$ cat src/rtl/gpio_edge_pkg.sv
package gpio_edge_pkg;

    typedef enum logic [2:0] {
        REG_NONE,
        REG_OE,
        REG_IN,
        REG_OUT,
        REG_IEN,
        REG_POL,
        REG_STAT,
        REG_WAKE
    } gpio_reg_e;

    // Window bit plus 8-byte slot select the register; word LSB selects the half.
    function automatic gpio_reg_e decode_reg(input logic win, input logic [1:0] slot);
        gpio_reg_e id;
        unique case ({win, slot})
            3'b000:  id = REG_OE;
            3'b001:  id = REG_NONE;
            3'b010:  id = REG_IN;
            3'b011:  id = REG_OUT;
            3'b100:  id = REG_IEN;
            3'b101:  id = REG_POL;
            3'b110:  id = REG_STAT;
            3'b111:  id = REG_WAKE;
            default: id = REG_NONE;
        endcase
        return id;
    endfunction

endpackage

$ cat src/rtl/gpio_sync.sv
module gpio_sync #(
    parameter int W = 36
) (
    input  logic         clk,
    input  logic         rst_n,
    input  logic [W-1:0] d,
    output logic [W-1:0] q
);
    logic [W-1:0] meta_q;
    logic [W-1:0] sync_q;

    always_ff @(posedge clk or negedge rst_n) begin
        if (!rst_n) begin
            meta_q <= '0;
            sync_q <= '0;
        end else begin
            meta_q <= d;
            sync_q <= meta_q;
        end
    end

    assign q = sync_q;
endmodule

$ cat src/rtl/gpio_bus_decode.sv
module gpio_bus_decode
    import gpio_edge_pkg::*;
#(
    parameter int WORD_W = 32,
    parameter int ADDR_W = 3
) (
    input  logic                  bus_sel,
    input  logic                  bus_wr,
    input  logic                  bus_win,
    input  logic [ADDR_W-1:0]     bus_addr,
    input  logic [WORD_W-1:0]     bus_wdata,
    output gpio_reg_e             reg_id,
    output logic                  hi_half,
    output logic                  wr_hit,
    output logic [2*WORD_W-1:0]   wr_vec,
    output logic [2*WORD_W-1:0]   wr_lane
);
    localparam int SPAN = 2 * WORD_W;

    always_comb begin
        reg_id  = decode_reg(bus_win, bus_addr[2:1]);
        hi_half = bus_addr[0];
        wr_hit  = bus_sel && bus_wr;
        if (hi_half) begin
            wr_vec  = {bus_wdata, {WORD_W{1'b0}}};
            wr_lane = {{WORD_W{1'b1}}, {WORD_W{1'b0}}};
        end else begin
            wr_vec  = SPAN'(bus_wdata);
            wr_lane = SPAN'({WORD_W{1'b1}});
        end
    end
endmodule

$ cat src/rtl/gpio_edge_irq.sv
module gpio_edge_irq #(
    parameter int NUM_PINS = 36
) (
    input  logic                clk,
    input  logic                rst_n,
    input  logic [NUM_PINS-1:0] lvl,
    input  logic [NUM_PINS-1:0] pol,
    input  logic [NUM_PINS-1:0] clr,
    input  logic [NUM_PINS-1:0] ien,
    input  logic [NUM_PINS-1:0] wen,
    output logic [NUM_PINS-1:0] stat,
    output logic                irq,
    output logic                wake
);
    logic [NUM_PINS-1:0] prev_q;
    logic [NUM_PINS-1:0] stat_q;
    logic [NUM_PINS-1:0] hit;

    // One detector per pin; polarity picks the single watched edge.
    for (genvar p = 0; p < NUM_PINS; p++) begin : g_pin
        always_comb begin
            if (pol[p]) hit[p] = prev_q[p] && !lvl[p];
            else        hit[p] = !prev_q[p] && lvl[p];
        end
    end

    always_ff @(posedge clk or negedge rst_n) begin
        if (!rst_n) begin
            prev_q <= '0;
            stat_q <= '0;
        end else begin
            prev_q <= lvl;
            stat_q <= (stat_q & ~clr) | hit;   // a new edge outranks the clear
        end
    end

    assign stat = stat_q;
    assign irq  = |(stat_q & ien);
    assign wake = |(stat_q & wen);
endmodule

$ cat src/rtl/gpio_edge_bank.sv
module gpio_edge_bank
    import gpio_edge_pkg::*;
#(
    parameter int NUM_PINS = 36,
    parameter int WORD_W   = 32,
    parameter int ADDR_W   = 3
) (
    input  logic                clk,
    input  logic                rst_n,
    input  logic [NUM_PINS-1:0] pad_in,
    input  logic                bus_sel,
    input  logic                bus_wr,
    input  logic                bus_win,
    input  logic [ADDR_W-1:0]   bus_addr,
    input  logic [WORD_W-1:0]   bus_wdata,
    output logic [WORD_W-1:0]   bus_rdata,
    output logic [NUM_PINS-1:0] pad_oe,
    output logic [NUM_PINS-1:0] pad_out,
    output logic                irq_o,
    output logic                wake_o
);
    localparam int SPAN = 2 * WORD_W;

    gpio_reg_e         reg_id;
    logic              hi_half;
    logic              wr_hit;
    logic [SPAN-1:0]   wr_vec;
    logic [SPAN-1:0]   wr_lane;

    logic [NUM_PINS-1:0] oe_q,  oe_d;
    logic [NUM_PINS-1:0] out_q, out_d;
    logic [NUM_PINS-1:0] ien_q, ien_d;
    logic [NUM_PINS-1:0] pol_q, pol_d;
    logic [NUM_PINS-1:0] wen_q, wen_d;
    logic [NUM_PINS-1:0] clr;
    logic [NUM_PINS-1:0] lvl_sync;
    logic [NUM_PINS-1:0] stat_q;
    logic [SPAN-1:0]     rd_full;

    gpio_bus_decode #(.WORD_W(WORD_W), .ADDR_W(ADDR_W)) u_dec (
        .bus_sel   (bus_sel),
        .bus_wr    (bus_wr),
        .bus_win   (bus_win),
        .bus_addr  (bus_addr),
        .bus_wdata (bus_wdata),
        .reg_id    (reg_id),
        .hi_half   (hi_half),
        .wr_hit    (wr_hit),
        .wr_vec    (wr_vec),
        .wr_lane   (wr_lane)
    );

    gpio_sync #(.W(NUM_PINS)) u_sync (
        .clk   (clk),
        .rst_n (rst_n),
        .d     (pad_in),
        .q     (lvl_sync)
    );

    gpio_edge_irq #(.NUM_PINS(NUM_PINS)) u_irq (
        .clk   (clk),
        .rst_n (rst_n),
        .lvl   (lvl_sync),
        .pol   (pol_q),
        .clr   (clr),
        .ien   (ien_q),
        .wen   (wen_q),
        .stat  (stat_q),
        .irq   (irq_o),
        .wake  (wake_o)
    );

    function automatic logic [NUM_PINS-1:0] merge(input logic [NUM_PINS-1:0] cur,
                                                  input logic [SPAN-1:0] vec,
                                                  input logic [SPAN-1:0] lane);
        return NUM_PINS'((SPAN'(cur) & ~lane) | (vec & lane));
    endfunction

    // Next-state of the writable registers.
    always_comb begin
        oe_d  = oe_q;
        out_d = out_q;
        ien_d = ien_q;
        pol_d = pol_q;
        wen_d = wen_q;
        clr   = '0;
        if (wr_hit) begin
            unique case (reg_id)
                REG_OE:   oe_d  = merge(oe_q,  wr_vec, wr_lane);
                REG_OUT:  out_d = merge(out_q, wr_vec, wr_lane);
                REG_IEN:  ien_d = merge(ien_q, wr_vec, wr_lane);
                REG_POL:  pol_d = merge(pol_q, wr_vec, wr_lane);
                REG_WAKE: wen_d = merge(wen_q, wr_vec, wr_lane);
                REG_STAT: clr   = NUM_PINS'(wr_vec & wr_lane);
                default:  ;
            endcase
        end
    end

    always_ff @(posedge clk or negedge rst_n) begin
        if (!rst_n) begin
            oe_q  <= '0;
            out_q <= '0;
            ien_q <= '0;
            pol_q <= '0;
            wen_q <= '0;
        end else begin
            oe_q  <= oe_d;
            out_q <= out_d;
            ien_q <= ien_d;
            pol_q <= pol_d;
            wen_q <= wen_d;
        end
    end

    // Read return, zero-padded above the pin count.
    always_comb begin
        unique case (reg_id)
            REG_OE:   rd_full = SPAN'(oe_q);
            REG_IN:   rd_full = SPAN'(lvl_sync);
            REG_OUT:  rd_full = SPAN'(out_q);
            REG_IEN:  rd_full = SPAN'(ien_q);
            REG_POL:  rd_full = SPAN'(pol_q);
            REG_STAT: rd_full = SPAN'(stat_q);
            REG_WAKE: rd_full = SPAN'(wen_q);
            default:  rd_full = '0;
        endcase
        if (!bus_sel)     bus_rdata = '0;
        else if (hi_half) bus_rdata = rd_full[WORD_W +: WORD_W];
        else              bus_rdata = rd_full[0 +: WORD_W];
    end

    assign pad_oe  = oe_q;
    assign pad_out = out_q;
endmodule

$ cat config.mk
export PLATFORM = sky130hd
export DESIGN_NAME = gpio_edge_bank
export DESIGN_NICKNAME = d
export VERILOG_FILES = /design/src/rtl/gpio_edge_pkg.sv /design/src/rtl/gpio_sync.sv /design/src/rtl/gpio_bus_decode.sv /design/src/rtl/gpio_edge_irq.sv /design/src/rtl/gpio_edge_bank.sv
export SDC_FILE = /design/constraint.sdc
export NUM_CORES = 1
export LEC_CHECK = 0
export CAP_MARGIN = 20
export CORE_ASPECT_RATIO = 1.25
export CORE_MARGIN = 3
export CORE_UTILIZATION = 40
export CTS_CLUSTER_SIZE = 8
export DETAILED_ROUTE_END_ITERATION = 7
export DONT_BUFFER_PORTS = 1
export SLEW_MARGIN = 30
export SYNTH_ARGS = -nofsm -noshare
export SYNTH_HDL_FRONTEND = slang
export SYNTH_SLANG_ARGS = --single-unit
$ cat constraint.sdc
create_clock -name clk -period 1.29 [get_ports clk]
set_input_delay 0.0645 -clock clk [delete_from_list [all_inputs] [get_ports clk]]
set_output_delay 0.0645 -clock clk [all_outputs]
set_load 0.1 [all_outputs]
# After elaboration in Yosys (flattened, before gate mapping)
# Memories as Yosys holds them, arrays and structs flattened.
# Index checks and enable logic that the tools add are counted.
totals:
  wordCells: 229
  output_inout_bits: 106
  regBits: 324
  rom_bits: 24
  memories: 1
classes:
  eq_ne: 7
  bitwise_logic: 17
  reduce_logical: 152
  muxes: 43
mem_list:
  columns: ["memory", "depth", "word_bits", "rd", "rd_ports_with_merged_regs", "write_ports", "line_no", "source"]
  rows:
  - ["(name not given)", 8, 3, 1, 0, 0, "gpio_edge_pkg.sv:17", "unique case ({win, slot})"]
ops:
  columns: ["cell", "n"]
  rows:
  - ["36-bit AND", 9]
  - ["36-bit case mux with 7 select lines", 1]
  - ["36-bit bitwise OR", 6]
  - ["36-bit 2-to-1 mux", 4]
  - ["1-bit logical AND", 73]
  - ["1-bit zero test", 72]
  - ["36-bit inverter", 2]
  - ["36-bit OR reduction", 2]
  - ["32-bit 2-to-1 mux", 2]
  - ["1-bit 2-to-1 mux", 36]
  - ["3-bit equality test, second input constant", 4]
  - ["2-bit AND reduction", 5]
  - ["3-bit by 2-bit equality test with 1-bit output, second input constant", 2]
  - ["3-bit by 1-bit equality test with 1-bit output, second input constant", 1]

# Longest topological paths before layout
# Gate-level depths: netlist of run 1.
logic_depth:
  depth_word: 7
  ltp_mapped: 7

# Modules after synthesis
# From an unflattened synthesis of run 1, not the netlist that was laid out.
hier_totals:
  cells_unflattened: 1380
  area_unflattened_um2: 15638.7
modules_own_cells:
  columns: ["mod", "n_inst", "cells_per_inst", "area_each_um2", "seq_area_each_um2"]
  rows:
  - ["gpio_edge_bank", 1, 868, 9840.7, 4504.3]
  - ["gpio_edge_irq", 1, 299, 3005.4, 1801.7]
  - ["gpio_sync", 1, 72, 1801.7, 1801.7]
  - ["gpio_bus_decode", 1, 141, 991.0, 0.0]

# Least setup slack after synthesis of run 1
# OpenSTA, ideal clock, no wires.
synth_path:
  path_kind: "register -> output"
  startpoint: "register (tool-made name)"
  endpoint: "output port bus_rdata[31]"
  n_path_buf: 0
  path_slack_ns: -2.201
  t_arrival_ns: 3.427
  path_stages_with_launch: 4
  cell_sequence: "dfrtp_1 -> mux4_2 -> nor2_1 -> nor3_1"
synth_lines:
  columns: ["element", "line_no", "source"]
  rows:
  - ["end: declaration", "gpio_edge_bank.sv:16", "output logic [WORD_W-1:0] bus_rdata,"]

# Final worst setup path of run 1
layout_path:
  startpoint: "register u_irq.stat_q[12], in the netlist u_irq.stat[12]"
  endpoint: "output port irq_o"
layout_between:
  elab_chain_len: 2
layout_lines:
  columns: ["element", "line_no", "source"]
  rows:
  - ["start: declaration", "gpio_edge_irq.sv:16", "logic [NUM_PINS-1:0] stat_q;"]
  - ["start signal: assignment", "gpio_edge_irq.sv:33", "stat_q <= (stat_q & ~clr) | hit;"]
  - ["36-bit AND", "gpio_edge_irq.sv:38", "assign irq = |(stat_q & ien);"]
  - ["36-bit OR reduction", "gpio_edge_irq.sv:38", null]
  - ["end: declaration", "gpio_edge_bank.sv:19", "output logic irq_o,"]
# No other way between the ends.

==> out/summary.txt, run 1 <==
Run status: finished, violations left
Failing checks: negative hold slack, negative setup slack
Routed vias/inst: 5.41
Final std cells w/o fill: 1,959
Tmin final: 2.33 ns
RSZ-0062 raised after global routing: yes
CTS tree: done
Rel. slew slack: 0.116
Largest net degree at the start of global routing: 325
H-Tree Level Count: 2
Setup TNS: -23.94 ns
Worst Path Class, Setup: flop to output port
Cell count after placement: 1,803
First-pass iteration count of the detailed router: 6
Final WS setup: -1.04 ns
Setup Viol. Count Final: 42
First-pass GRT wire length: 69.3 mm
Clock slew at reported path FFs: 0.05 ns
Slew Viols, Final: 0
Leakage: 8.92 nW
Post-DP HPWL: 28.9 mm
Post-synthesis xor/xnor area fraction: 0
CTS buffer count: 46
Power share of the clock group: 0.330
Max Cap Viol: 0
Mapped Area: 14,000 um2
I/O Pins: 182
Port Buffers: 0
Initial core utilization: 0.406
Placeable core area: 34,500 um2
Fmax: 429 MHz
Final Util: 0.609
CP arrival: 2.27 ns
Register share of total power: 0.372
WL per Instance: 22.7 um
Synth Area in Adders: 0
Gate power share: 0.297
Final nets: 1,538
Die Y: 215 um
Element type at the critical path end: output port
Clock Sinks: 324
Placement Cell Area: 17,800 um2
Synth Warn #: 0
Main combinational cell family by area after synthesis: multiplexers
Seq/Total Area, Yosys: 0.579
Post-route cell area: 21,000 um2
Hold slack: -0.778 ns
Sw Ratio: 0.331
Top FF cell, synth: dfrtp_1
Via count: 10,600
Post-synthesis simple-gate area fraction: 0.0796
Synthesized flop and latch total: 324
Congestion Overflow GR: 0
Layout cells sized above 1: 0.485
Clk root buf: clkbuf_16
WP data required: 1.23 ns
Clock Skews: 0.0108 ns
Syn Nets: 1,174
Final Wtd Congestion: 0.819
Maximum vdd drop: 1.24 mV
Worst-Skew Late Latency: 0.55 ns
# DRC: 0
CP Launch Type: flop
Worst-margin pin slew: 1.33 ns
Die W: 173 um
Site Rows: 76
Hold-fix buffers, CTS: 73
Async SR Flop Fraction: 1.00
Internal Power: 23.3 mW
Crit-path max FO: 3
Average instance area after synthesis: 12.8 um2
Synth-to-Final Area Change: 50.0%
Total track usage: 0.239
Final hold violation count: 324
Final worst-path cycle share: 1.81
Post-route ant nets: 0
Final wirelength: 44.5 mm
Post-synthesis mux area share: 0.211
DRT iter0 DRCs: 595
HP Class: primary input to asynchronous set/reset pin
Die area: 37,300 um2
Vias in the first global route: 11,400
Cell count after synthesis: 1,098
Power per standard cell area: 1660 nW/um2
Clock tree buffer depth: 3
Number of synthesized flops with an enable pin: 0
Compound-Gate Fraction of Synth Area: 0.107
P_sw: 11.5 mW
Netlist cell types: 43
Initial antenna violation count: 1
==> per-stage QoR <==
step / hold slack, ns / power [mW] / worst slack [ns]
finish: -0.778 / 34.9 / -1.04
global route: -0.798 / 36.1 / -1.12
CTS: -0.800 / 34.9 / -1.03
floorplan: -0.231 / 19.0 / -1.23
detailed placement: -0.217 / 21.8 / -0.641
global placement: -0.218 / 21.6 / -0.645
==> path summary, 6_finish.rpt <==
kind                                   start                    endpoint  slack (ns)  depth (start not counted)
max                           u_irq.stat[12]                       irq_o       -1.04                          6
min in group clk                   pad_in[2]            u_sync.meta_q[2]        0.06                          1
min                                    rst_n                u_sync.q[23]       -0.78                          0
min reg2reg                u_sync.meta_q[17]                u_sync.q[17]        0.34                          0
max reg2reg                     u_sync.q[29]              u_irq.stat[29]        0.14                          3
max in group asynchronous              rst_n  asynchronous set/reset pin        0.83                          0
==> layer usage <==
metal  part of all wire  vias to the layer above  track usage  wire [um]
met1               0.41                     5440        0.305      18500
met2               0.51                      303        0.408      22500
met4              0.032                        0       0.0838       1420
li1                   -                     4770            -          -
met3              0.048                       85       0.0421       2130
met5                  0                        -            0          0
==> timing repair <==
item,CTS,global route
endpoints found under the hold margin,576,324
cloned,0,0
gates resized for setup,229,47
pin swaps,34,29
buffers inserted,6,12
setup endpoints to repair,99,103
==> cell type report <==
type                       instances  area, um2
multi-input combinational        709       6250
inverter                           7       26.3
clock buffer                      75       1320
sequential                       324       8340
antenna                            1       2.50
clock inverter                     1       30.0
timing repair buffer             374       4460
tap                              468        586
fill                            2628      13500
==> power groups by stage <==
stage,logic (mW),registers (mW),clock network (mW)
2_1_floorplan,3.09,15.9,0
3_3_place_gp,8.84,12.8,0
3_5_place_dp,8.92,12.9,0
4_1_cts,10.2,12.9,11.7
5_1_grt,10.8,13.1,12.2
6_report,10.4,13.0,11.5
==> logic make-up (layout without fill, tap and decap cells) <==
kind of cell	count (synthesis)	in the layout
buf+inv	65	457
simple gates	255	255
compound gates	217	217
flops	324	324
mux	237	237
other cells	0	1
==> cell usage in the layout (no fill, tap or decap), types with 5 or more instances in the layout <==
master	count
inv_1	6
dfrtp_4	56
mux4_2	22
mux2_2	144
dfrtp_1	248
a22o_1	9
buf_4	145
dfrtp_2	20
a21oi_1	13
nand4_1	9
a22oi_2	12
a221o_1	21
a22oi_1	29
o21ai_0	37
a21o_1	15
buf_12	98
clkbuf_1	26
dlygate4sd3_1	73
mux2i_1	36
o21ai_1	7
o211ai_1	5
a21oi_4	23
nand3b_1	7
nor2_1	60
a211o_1	17
clkbuf_16	50
nand2_1	116
nand2_2	18
nand3_1	9
o2bb2ai_1	5
mux2_4	29
buf_6	55
==> synth_stat cells (2+ instances only) <==
cell type	count	area, um2
or3b_2	3	26.3
mux2i_1	39	390
or3_1	3	18.8
dfrtp_1	324	8110
nand4_1	9	56.3
nor4_1	2	12.5
a21oi_1	40	200
a21o_1	15	113
nor2_1	65	244
mux2_4	22	330
a31oi_1	4	25.0
buf_1	6	22.5
buf_6	3	33.8
a211o_1	17	149
mux2_1	3	33.8
o21ai_0	48	240
clkbuf_1	12	45.0
mux4_2	22	495
a22o_1	9	78.8
nand2b_1	2	12.5
o211ai_1	5	37.5
o2bb2ai_1	5	43.8
a221o_1	21	210
nor3b_1	2	15.0
nor2b_1	3	18.8
nor3_1	4	20.0
and3_1	4	25.0
a22oi_1	41	308
nand3b_1	7	52.6
inv_1	6	22.5
a221oi_1	6	52.6
buf_2	29	145
mux2_2	151	1700
o22ai_1	4	25.0
nand3_1	12	60.1
nand2_1	135	507
nor3_2	2	20.0
buf_4	8	60.1
==> worst max-delay path, stage by stage, from the launching register on <==
cell and delay (ns):
dfrtp_2 0.45, a22oi_2 0.25, nand4_1 0.16, nor4_2 0.29, buf_4 0.15, nand4_1 0.16
buf_6 0.25
Note: power is estimated with default switching activity, not from simulation.
==> inputs of run 2 (changes only) <==
--- a/config.mk
+++ b/config.mk
@@ -17,2 +17,3 @@
 export SYNTH_HDL_FRONTEND = slang
+export SYNTH_HIERARCHICAL = 1
 export SYNTH_SLANG_ARGS = --single-unit
--- a/constraint.sdc
+++ b/constraint.sdc
@@ -3,2 +3,2 @@
 set_output_delay 0.0645 -clock clk [all_outputs]
-set_load 0.1 [all_outputs]
+set_load 0.02 [all_outputs]
==> run 2 against run 1 <==
Largest cell class unchanged. Highest routed layer unchanged. Synthesized area grew 8.8%. Global-route usage rose by 0.75 points. Count of clock-buffer cells in the layout is 29 lower. Register-to-register slack improved by 0.08 ns. The flow still finishes with violations (negative hold slack, negative setup slack). Final area is 5.9% higher. Flip-flop and latch count did not move.
==> out/summary.txt, run 2 <==
Final Wtd Congestion: 0.828
Run status: finished, violations left
Clock Sinks: 324
Filler Cells Inserted: 2,971
H-Tree Level Count: 2
WL per Instance: 25.1 um
Die W: 181 um
Post-route ant nets: 0
Cell count after synthesis: 1,323
Placement Cell Area: 18,400 um2
I/O Pins: 182
RSZ-0062 raised after global routing: yes
Final hold violation count: 324
CP Launch Type: flop
Congestion Overflow GR: 0
Max Cap Viol: 0
Met3 usage: 0.0438
Met1 usage: 0.308
Most frequent cells in the layout: dfrtp_1 (305), buf_4 (221), nand2_1 (136)
First-pass iteration count of the detailed router: 5
Placeable core area: 37,500 um2
CTS tree: done
Hold-fix buffers, CTS: 61
Worst Path Class, Setup: flop to output port
Synth-to-Final Area Change: 46.0%
Hold slack: -0.769 ns
Final WS setup: -1.11 ns
Synth Warn #: 6
Routed vias/inst: 5.68
Rel. slew slack: 0.548
Vias in the first global route: 12,800
Final nets: 1,750
Worst-Skew Late Latency: 0.56 ns
Port Buffers: 0
Clock slew at reported path FFs: 0.05 ns
Setup Viol. Count Final: 179
Diodes inserted: 0
Leakage: 10.8 nW
Total track usage: 0.246
Final wirelength: 54.3 mm
Setup TNS: -42.57 ns
Most common cell after layout, fill and taps aside: dfrtp_1
First-pass GRT wire length: 77.2 mm
Final worst-path cycle share: 1.86
Mapped Area: 15,200 um2
Layer with the highest usage: met2
Tot Pwr: 29.2 mW
CTS buffer count: 46
Crit-path max FO: 3
FF-to-FF path depth: 5
Power per standard cell area: 1310 nW/um2
Final Util: 0.594
Average instance area after synthesis: 11.5 um2
Syn Nets: 1,399
Element type at the critical path end: output port
Met2 Use GR: 0.417
Via count: 12,300
Post-route cell area: 22,300 um2
Die Y: 224 um
Clk root buf: clkbuf_16
Initial core utilization: 0.407
Layout cells sized above 1: 0.518
Largest net degree at the start of global routing: 325
Slew Viols, Final: 0
# DRC: 0
Die area: 40,500 um2
Maximum vdd drop: 0.953 mV
Fmax: 416 MHz
CP arrival: 2.34 ns
Post-DP HPWL: 33.0 mm
Site Rows: 79
WP data required: 1.23 ns
HP Class: primary input to asynchronous set/reset pin
Initial antenna violation count: 0
DRT iter0 DRCs: 933
Failing checks: negative hold slack, negative setup slack
Tmin final: 2.40 ns
Clock Skews: 0.0172 ns
Clock tree buffer depth: 3
Worst-margin pin slew: 0.677 ns
Pre-CTS WS: -0.605 ns
## run 2: path summary, 6_finish.rpt
kind | startpoint | to | slack [ns]
worst max-delay path | u_irq/stat[0] | irq_o | -1.11
max in group asynchronous | rst_n | u_irq/stat[17] | 1.47
min in group clk | bus_wdata[9] | flop | 0.02
worst min register to register | u_sync/meta_q[31] | u_sync/q[31] | 0.34
worst max register to register | u_irq/stat[23] | u_irq/stat[23] | 0.22
worst min-delay path | rst_n | asynchronous set/reset pin | -0.77
## run 2: routing by layer
layer | vias to the layer above | wire length (um)
met5 | - | 0
met4 | 0 | 2940
met3 | 149 | 3410
met2 | 493 | 26600
met1 | 6267 | 21400
li1 | 5376 | -
## run 2: cell type report
| cell class | count | area, um2 | area share |
|---|---|---|---|
| Multi-Input combinational cell | 860 | 8070 | 0.362 |
| Clock buffer | 46 | 1150 | 0.0517 |
| Timing Repair Buffer | 402 | 4080 | 0.183 |
| Clock inverter | 4 | 63.8 | 0.00287 |
| Sequential cell | 324 | 8130 | 0.365 |
| Tap cell | 486 | 608 | 0.0273 |
| Inverter | 40 | 161 | 0.00725 |
## run 2: per-stage QoR
stage / std cells / hold WS (ns)
after floorplan: 1323 / -0.231
after global placement: 2008 / -0.214
after detailed placement: 2008 / -0.217
after CTS: 2132 / -0.798
after global routing: 2162 / -0.789
final: 2162 / -0.769
## run 2: power by group
group	leakage [nW]	switching [mW]	internal (mW)	total [mW]
sequential	3.98	0.846	11.2	12.0
clock	0.597	4.29	6.45	10.7
combinational	6.19	2.91	3.50	6.41
## run 2: repair_timing
item / 4_1_cts / 5_1_grt
gates resized for setup: 136 / 243
pin swaps: 58 / 74
setup buffers: 21 / 19
endpoints found under the setup margin: 34 / 235
endpoints found under the hold margin: 542 / 324
cloned: 0 / 18
## run 2: critical path, cell delays in order (launching register included)
cell     delay [ns]
dfrtp_2        0.47
a22oi_1        0.26
nand4_1        0.19
nor4_2         0.35
buf_4          0.17
nand4_1        0.17
buf_6          0.19
